File: src/rtl/scan_pkg.sv
package scan_pkg;
    typedef enum logic [1:0] {
        ST_IDLE  = 2'd0,
        ST_BURST = 2'd1,
        ST_SCAN  = 2'd2,
        ST_BLANK = 2'd3
    } scan_state_e;
endpackage

File: src/rtl/scan_start_timer.sv
// Counts the fixed delay between end of measurement and the start of the burst.
module scan_start_timer #(
    parameter int START_DELAY = 101
) (
    input  logic clk,
    input  logic rst_n,
    input  logic start_i,
    output logic fire_o
);
    localparam int CW = $clog2(START_DELAY + 1);
    localparam logic [CW-1:0] LOAD = CW'(START_DELAY - 1);

    logic [CW-1:0] cnt_q;
    logic          pend_q;

    assign fire_o = pend_q && (cnt_q == '0);

    always_ff @(posedge clk or negedge rst_n) begin
        if (!rst_n) begin
            cnt_q  <= '0;
            pend_q <= 1'b0;
        end else if (start_i) begin
            cnt_q  <= LOAD;
            pend_q <= 1'b1;
        end else if (fire_o) begin
            pend_q <= 1'b0;
        end else if (pend_q) begin
            cnt_q <= cnt_q - 1'b1;
        end
    end
endmodule

File: src/rtl/scan_slot_timer.sv
// Position counter inside the current digit slot.
module scan_slot_timer #(
    parameter int SLOT_LEN    = 200,
    parameter int FIRST_EXTRA = 1,
    parameter int STROBE_AT   = 100
) (
    input  logic clk,
    input  logic rst_n,
    input  logic restart_i,
    input  logic long_i,
    input  logic run_i,
    output logic end_o,
    output logic mid_o
);
    localparam int LONG_LEN = SLOT_LEN + FIRST_EXTRA;
    localparam int CW = $clog2(LONG_LEN + 1);
    localparam logic [CW-1:0] LAST_LONG  = CW'(LONG_LEN - 1);
    localparam logic [CW-1:0] LAST_SHORT = CW'(SLOT_LEN - 1);
    localparam logic [CW-1:0] MID_POS    = CW'(STROBE_AT);

    logic [CW-1:0] cnt_q;
    logic          long_q;

    assign end_o = run_i && (cnt_q == (long_q ? LAST_LONG : LAST_SHORT));
    assign mid_o = (cnt_q == MID_POS);

    always_ff @(posedge clk or negedge rst_n) begin
        if (!rst_n) begin
            cnt_q  <= '0;
            long_q <= 1'b0;
        end else if (restart_i) begin
            cnt_q  <= '0;
            long_q <= long_i;
        end else if (run_i) begin
            if (end_o) begin
                cnt_q  <= '0;
                long_q <= 1'b0;
            end else begin
                cnt_q <= cnt_q + 1'b1;
            end
        end
    end
endmodule

File: src/rtl/scan_digit_mux.sv
// Index to one-hot drive and nibble selection.
module scan_digit_mux #(
    parameter int NUM_DIGITS = 5,
    parameter int DIGIT_W    = 4,
    parameter int IW         = 3
) (
    input  logic [IW-1:0]                 idx_i,
    input  logic [NUM_DIGITS*DIGIT_W-1:0] digits_i,
    output logic [NUM_DIGITS-1:0]         drive_o,
    output logic [DIGIT_W-1:0]            nib_o
);
    logic [DIGIT_W-1:0] nib_arr [NUM_DIGITS];

    for (genvar g = 0; g < NUM_DIGITS; g++) begin : g_dig
        assign drive_o[g] = (idx_i == IW'(g));
        assign nib_arr[g] = digits_i[g*DIGIT_W +: DIGIT_W];
    end

    always_comb begin
        nib_o = '0;
        for (int i = 0; i < NUM_DIGITS; i++) begin
            if (idx_i == IW'(i)) nib_o = nib_arr[i];
        end
    end
endmodule

File: src/rtl/scan_fsm.sv
// Scan controller: state register, next-state logic, registered outputs.
module scan_fsm
    import scan_pkg::*;
#(
    parameter int NUM_DIGITS = 5,
    parameter int DIGIT_W    = 4
) (
    input  logic                          clk,
    input  logic                          rst_n,
    input  logic                          fire_i,
    input  logic                          ref_start_i,
    input  logic                          ovr_i,
    input  logic                          slot_end_i,
    input  logic [NUM_DIGITS*DIGIT_W-1:0] digits_i,
    output scan_state_e                   state_o,
    output logic                          restart_o,
    output logic                          long_o,
    output logic [NUM_DIGITS-1:0]         drive_o,
    output logic [DIGIT_W-1:0]            bcd_o
);
    localparam int IW = (NUM_DIGITS > 1) ? $clog2(NUM_DIGITS) : 1;
    localparam logic [IW-1:0] TOP_IDX = IW'(NUM_DIGITS - 1);

    scan_state_e state_q, nxt_state;
    logic [IW-1:0] idx_q, nxt_idx;
    logic          load;
    logic [NUM_DIGITS-1:0] drv_nxt;
    logic [DIGIT_W-1:0]    nib_nxt;

    assign state_o = state_q;

    // next state and slot bookkeeping
    always_comb begin
        nxt_state = state_q;
        nxt_idx   = idx_q;
        restart_o = 1'b0;
        long_o    = 1'b0;
        load      = 1'b0;
        unique case (state_q)
            ST_IDLE: begin
                if (fire_i) begin
                    nxt_state = ST_BURST;
                    nxt_idx   = TOP_IDX;
                    restart_o = 1'b1;
                    long_o    = 1'b1;
                    load      = 1'b1;
                end
            end
            ST_BURST: begin
                if (fire_i) begin
                    nxt_idx   = TOP_IDX;
                    restart_o = 1'b1;
                    long_o    = 1'b1;
                    load      = 1'b1;
                end else if (slot_end_i) begin
                    load = 1'b1;
                    if (idx_q == '0) begin
                        nxt_idx   = TOP_IDX;
                        nxt_state = ovr_i ? ST_BLANK : ST_SCAN;
                    end else begin
                        nxt_idx = idx_q - 1'b1;
                    end
                end
            end
            ST_SCAN: begin
                if (fire_i) begin
                    nxt_state = ST_BURST;
                    nxt_idx   = TOP_IDX;
                    restart_o = 1'b1;
                    long_o    = 1'b1;
                    load      = 1'b1;
                end else if (slot_end_i) begin
                    load    = 1'b1;
                    nxt_idx = (idx_q == '0) ? TOP_IDX : idx_q - 1'b1;
                end
            end
            ST_BLANK: begin
                if (fire_i) begin
                    nxt_state = ST_BURST;
                    nxt_idx   = TOP_IDX;
                    restart_o = 1'b1;
                    long_o    = 1'b1;
                    load      = 1'b1;
                end else if (ref_start_i) begin
                    nxt_state = ST_SCAN;
                    nxt_idx   = TOP_IDX;
                    restart_o = 1'b1;
                    load      = 1'b1;
                end
            end
            default: nxt_state = ST_IDLE;
        endcase
    end

    // state register
    always_ff @(posedge clk or negedge rst_n) begin
        if (!rst_n) begin
            state_q <= ST_IDLE;
            idx_q   <= TOP_IDX;
        end else begin
            state_q <= nxt_state;
            idx_q   <= nxt_idx;
        end
    end

    scan_digit_mux #(
        .NUM_DIGITS (NUM_DIGITS),
        .DIGIT_W    (DIGIT_W),
        .IW         (IW)
    ) u_mux (
        .idx_i    (nxt_idx),
        .digits_i (digits_i),
        .drive_o  (drv_nxt),
        .nib_o    (nib_nxt)
    );

    // registered outputs: bus and drives move together, only at slot starts
    always_ff @(posedge clk or negedge rst_n) begin
        if (!rst_n) begin
            drive_o <= '0;
            bcd_o   <= '0;
        end else if (nxt_state == ST_IDLE || nxt_state == ST_BLANK) begin
            drive_o <= '0;
            bcd_o   <= '0;
        end else if (load) begin
            drive_o <= drv_nxt;
            bcd_o   <= nib_nxt;
        end
    end
endmodule

File: src/rtl/digit_scanner.sv
module digit_scanner
    import scan_pkg::*;
#(
    parameter int NUM_DIGITS  = 5,
    parameter int DIGIT_W     = 4,
    parameter int SLOT_LEN    = 200,
    parameter int FIRST_EXTRA = 1,
    parameter int STROBE_AT   = 100,
    parameter int START_DELAY = 101
) (
    input  logic                          clk,
    input  logic                          rst_n,
    input  logic [NUM_DIGITS*DIGIT_W-1:0] digits_i,
    input  logic                          meas_done_i,
    input  logic                          ovr_i,
    input  logic                          ref_start_i,
    output logic [NUM_DIGITS-1:0]         drive_o,
    output logic [DIGIT_W-1:0]            bcd_o,
    output logic                          strobe_n_o
);
    scan_state_e state;
    logic fire, restart, long_slot, slot_end, slot_mid, running, in_burst;

    assign running  = (state == ST_BURST) || (state == ST_SCAN);
    assign in_burst = (state == ST_BURST);

    scan_start_timer #(
        .START_DELAY (START_DELAY)
    ) u_start (
        .clk     (clk),
        .rst_n   (rst_n),
        .start_i (meas_done_i),
        .fire_o  (fire)
    );

    scan_slot_timer #(
        .SLOT_LEN    (SLOT_LEN),
        .FIRST_EXTRA (FIRST_EXTRA),
        .STROBE_AT   (STROBE_AT)
    ) u_slot (
        .clk       (clk),
        .rst_n     (rst_n),
        .restart_i (restart),
        .long_i    (long_slot),
        .run_i     (running),
        .end_o     (slot_end),
        .mid_o     (slot_mid)
    );

    scan_fsm #(
        .NUM_DIGITS (NUM_DIGITS),
        .DIGIT_W    (DIGIT_W)
    ) u_fsm (
        .clk         (clk),
        .rst_n       (rst_n),
        .fire_i      (fire),
        .ref_start_i (ref_start_i),
        .ovr_i       (ovr_i),
        .slot_end_i  (slot_end),
        .digits_i    (digits_i),
        .state_o     (state),
        .restart_o   (restart),
        .long_o      (long_slot),
        .drive_o     (drive_o),
        .bcd_o       (bcd_o)
    );

    // Registered enables, low clock half: pulse is half a clock wide and
    // sits away from the edge where bus and drives change.
    assign strobe_n_o = ~(in_burst & slot_mid & ~clk);
endmodule

File: config.mk
export PLATFORM = sky130hd
export DESIGN_NAME = digit_scanner
export DESIGN_NICKNAME = d
export VERILOG_FILES = /design/src/rtl/scan_pkg.sv /design/src/rtl/scan_start_timer.sv /design/src/rtl/scan_slot_timer.sv /design/src/rtl/scan_digit_mux.sv /design/src/rtl/scan_fsm.sv /design/src/rtl/digit_scanner.sv
export SDC_FILE = /design/constraint.sdc
export NUM_CORES = 1
export LEC_CHECK = 0
export BUFFER_PORTS_ARGS = -buffer_cell sky130_fd_sc_hd__buf_2
export CAP_MARGIN = 10
export CORE_MARGIN = 5
export CORE_UTILIZATION = 40
export DETAILED_ROUTE_END_ITERATION = 12
export PLACE_DENSITY = 0.62
export SETUP_SLACK_MARGIN = 0.4
export SLEW_MARGIN = 20
export SYNTH_ARGS = -nofsm -noshare
export SYNTH_HDL_FRONTEND = slang
export SYNTH_SLANG_ARGS = --single-unit
File: constraint.sdc
create_clock -name clk -period 3.3 [get_ports clk]
set_clock_uncertainty 0.15 [all_clocks]
set_input_delay 0.825 -clock clk [delete_from_list [all_inputs] [get_ports clk]]
set_output_delay 0.825 -clock clk [all_outputs]
set_load 0.05 [all_outputs]
After elaboration in Yosys (flattened, before gate mapping)
Cells that the tools add are included.
{"block": "totals", "regBits": 31, "input_bits": 25}
{"block": "op_classes", "addsub": 3, "n_eq_ne": 11, "muxes": 44, "bitwise": 4, "reduce_logical": 20}
{"cell": "$mux W4", "count": 8}
{"cell": "$mux W8", "count": 3}
{"cell": "$mux W7", "count": 3}
{"cell": "$mux W3", "count": 6}
{"cell": "$mux W1", "count": 12}
{"cell": "$mux W2", "count": 6}
{"cell": "$mux W5", "count": 2}
{"cell": "$reduce_bool A2 Y1", "count": 5}
{"cell": "$pmux W3 S3", "count": 1}
{"cell": "$add A8 B1 Y8 const B", "count": 1}
{"cell": "$eq A8 B7 Y1 const B", "count": 1}
{"cell": "$eq A8 B8 Y1", "count": 1}
{"cell": "$logic_not A7 Y1", "count": 1}
{"cell": "$sub A7 B1 Y7 const B", "count": 1}
{"cell": "$eq A2 B2 Y1 const B", "count": 3}
{"cell": "$eq A3 B2 Y1 const B", "count": 2}
{"cell": "$logic_not A3 Y1", "count": 2}
{"cell": "$pmux W2 S3", "count": 1}
{"cell": "$logic_not A2 Y1", "count": 2}
{"cell": "$reduce_and A2 Y1", "count": 2}
{"cell": "$reduce_or A2 Y1", "count": 2}
{"cell": "$reduce_or A4 Y1", "count": 1}
{"cell": "$eq A3 B1 Y1 const B", "count": 1}
{"cell": "$eq A3 B3 Y1 const B", "count": 1}
{"cell": "other kinds (10)", "count": 14}

Longest topological paths before layout
{"block": "logic_depth", "depth_word": 14, "mapped_depth": 11, "mapped_depth_nobuf": 9}

Cells and area by module
A second synthesis with hierarchy kept.
{"block": "unflattened", "hier_cells": 217, "hier_area_um2": 2074.5}
{"module": "scan_fsm", "instances": 1, "cells_per_inst": 87, "area_per_inst_um2": 882.1, "seq_area_each_um2": 351.6}
{"module": "scan_slot_timer", "instances": 1, "cells_per_inst": 55, "area_per_inst_um2": 521.8, "seq_area_each_um2": 225.2}
{"module": "scan_start_timer", "instances": 1, "cells_per_inst": 41, "area_per_inst_um2": 416.6, "seq_area_each_um2": 200.2}
{"module": "scan_digit_mux", "instances": 1, "cells_per_inst": 30, "area_per_inst_um2": 226.5, "seq_area_each_um2": 0.0}
{"module": "digit_scanner", "instances": 1, "cells_per_inst": 4, "area_per_inst_um2": 27.5, "seq_area_each_um2": 0.0}

==> results by group <==
Run status
  • Status: finished, final reports clean

Floorplanning
  • Die Width: 81.6 um
  • Initial cell density of the core: 0.407
  • Die Y: 81.6 um
  • Row count: 26
  • Core area: approximately 5000 um^2
  • Die Footprint: 6660 um^2
  • IO Count: 35

Placed design
  • Dpl cell area: 2270 um^2
  • # port buffers: 34
  • Dpl hpwl: about 3200 um
  • Routability cong.: around 0.77
  • Placed Instances: around 310

Synth
  • Post-synthesis sequential area ratio: 0.379
  • Yosys warning count: 0
  • Synth cell types: 60
  • Syn Area/Cell: 9.86 um^2
  • Post-synthesis cell area: just over 2000 um^2
  • Mapped Nets: ~240
  • Mapped Cells: 208
  • Number of flops mapped to enable cells by yosys: 0
  • #FFs+latches synth: 31
  • Post-synthesis async set-or-reset flop share: 1.00
  • Synth Flop Type: dfrtp_1

Worst setup path
  • Crit Path Category: clock port to primary output
  • Crit path required time: roughly 2.3 ns
  • CP Max Fanout: 2
  • Critical path launch point type: clock port
  • Arr. time, crit path: 2.30 ns
  • Most used cell, CP: buf_8
  • Critical Path Sink Type: primary output
  • Critical path, cell by cell: buf_8, buf_8, nor3b_2, nand4_1, buf_6
  • CP max-delay cell: buf_6
  • CP max stage delay: around 0.18 ns

Finish
  • Number of antenna diodes: 0
  • Layout area overhead: 20.4%
  • Final cell count without fillers: 323
  • Fraction of layout cells with a size suffix above 1: 0.332
  • Nets: 286
  • Finished Cell Area: 2470 um^2

Power and ir drop
  • Power Total: 1.23 mW
  • Cell Pwr Density: 497 nW/um^2
  • Lkg Pwr: between 1 and 1.5 nW
  • Worst VDD drop: roughly 0.33 mV

Drt
  • Initial DRC Count: 112
  • Vias per std cell: between 5 and 6
  • First-pass DRT Iterations: 4
  • Vias: 1724
  • DRC viols: 0
  • DRT antenna net count: 0
  • WL final: 4600 um
  • Avg WL per Cell: between 10 and 15 um

GRT
  • Vias in the first global route: 1642
  • Global route overflow: 0
  • Initial antenna violation count: 0
  • First-pass GRT wire length: around 7700 um
  • Total GRT Usage: 0.153
  • Largest net degree at the start of global routing: 32

Timing
  • RSZ-0062 raised after global routing: true
  • Final hold violations: 0
  • Worst Max-Slew Pin Slew: 0.703 ns
  • Slew Limit Fails: 0
  • Relative slew slack: 0.531
  • # setup viols final: 0

Clock tree
  • TritonCTS clock tree: done
  • Clk slew on worst S/H paths: around 0.06 ns
  • Clk Latency, worst-skew pair: 0.39 ns
  • # hold bufs at CTS: 0

Min path
  • HP Class: primary input to async pin

Flow run
  • Max-Cap Viols: 0
==> registers in the layout, summed over array words and instances, names as in the netlist <==
signal          cells
u_fsm.drive_o       5
u_fsm.state_o       2
u_slot.cnt_q        8
u_fsm.idx_q         3
u_start.cnt_q       7
u_start.pend_q      1
u_slot.long_q       1
u_fsm.bcd_o         4
==> logic make-up after synthesis <==
| kind of cell | after synthesis | synth area share |
|---|---|---|
| and+or+nand+nor | 83 | 0.237 |
| AOI/OAI and AO/OA | 49 | 0.195 |
| DFF | 31 | 0.379 |
| buffers and inverters | 19 | 0.0513 |
| xor gates and xnor gates | 11 | 0.0506 |
| adders and majority gates | 9 | 0.0549 |
| muxes | 6 | 0.0323 |
==> worst paths after layout <==
check                      cells after the start                to        startpoint  slack, ns
max in group asynchronous                      1  u_fsm.state_o[0]             rst_n       2.17
hold / removal                                 1  u_fsm.drive_o[2]             rst_n       0.34
setup reg to reg                              11    u_fsm.bcd_o[0]  u_fsm.state_o[1]       0.61
hold reg to reg                                2  u_fsm.drive_o[0]  u_fsm.drive_o[0]       0.37
min in group clk                               2  u_fsm.drive_o[0]  u_fsm.drive_o[0]       0.37
setup / recovery                               5        strobe_n_o               clk       0.03
==> area by class of cell <==
class	instances	area [um^2]
clock inverter	1	5.00
fill	493	2570
sequential	31	778
timing repair buffer	39	223
inverter	13	48.8
tap	70	87.6
multi-input combinational	158	1200
clock buffer	11	131
==> critical path, delay by kind of cell <==
family | cells | cell delay [ns]
AND/OR/NAND/NOR | 2 | 0.28
buffers and inverters | 3 | 0.38
==> cells in the mapped netlist, types with 3 or more instances <==
cell type	n	area share
or2_2	5	0.015
a31oi_1	3	0.0092
nand2_1	11	0.020
a211oi_2	4	0.024
mux2_2	5	0.027
nor2b_1	4	0.012
xnor2_1	5	0.021
ha_1	9	0.055
nor3_1	7	0.017
a32o_1	5	0.024
nor2_1	23	0.042
dfrtp_1	30	0.37
nand3_1	7	0.017
inv_1	13	0.024
xor2_1	5	0.021
a21oi_1	11	0.027
nand4_1	3	0.0092
o21ai_0	3	0.0073
a22oi_1	5	0.018
==> layer usage <==
metal / vias up / part of all wire / GRT usage
li1: 839 / - / -
met1: 848 / 0.48 / 0.209
met2: 30 / 0.47 / 0.217
met3: 7 / 0.037 / 0.0559
met4: 0 / 0.012 / 0.0598
met5: - / 0 / 0
==> per-stage QoR <==
step | setup TNS, ns | setup WS [ns] | util | hold WS, ns
finish | 0 | 0.0266 | 0.490 | 0.336
global route | -0.0121 | -0.0121 | 0.490 | 0.394
CTS | -0.00978 | -0.00978 | 0.485 | 0.357
detailed placement | 0 | 0.240 | 0.451 | 0.359
global placement | 0 | 0.238 | 0.451 | 0.344
floorplan | 0 | 0.0477 | - | 0.361
==> what timing repair did <==
item,in CTS,in global routing
setup endpoints to repair,10,10
setup buffers,4,0
gates resized for setup,2,7
pin swaps,2,2
==> placed cells by master (no fill, tap or decap), types with 6 or more instances in the layout <==
| cell | instances |
|---|---|
| a21oi_1 | 11 |
| buf_2 | 33 |
| clkbuf_8 | 6 |
| dfrtp_1 | 29 |
| ha_1 | 8 |
| inv_1 | 13 |
| nand2_1 | 11 |
| nand3_1 | 7 |
| nor2_1 | 23 |
| nor3_1 | 7 |
==> power breakdown <==
part	total, mW	switching (mW)	internal (mW)
Sequential	0.462	0.0446	0.418
Combinational	0.369	0.214	0.156
Clock	0.397	0.160	0.237
No activity file was read; power rests on OpenSTA's default activity.
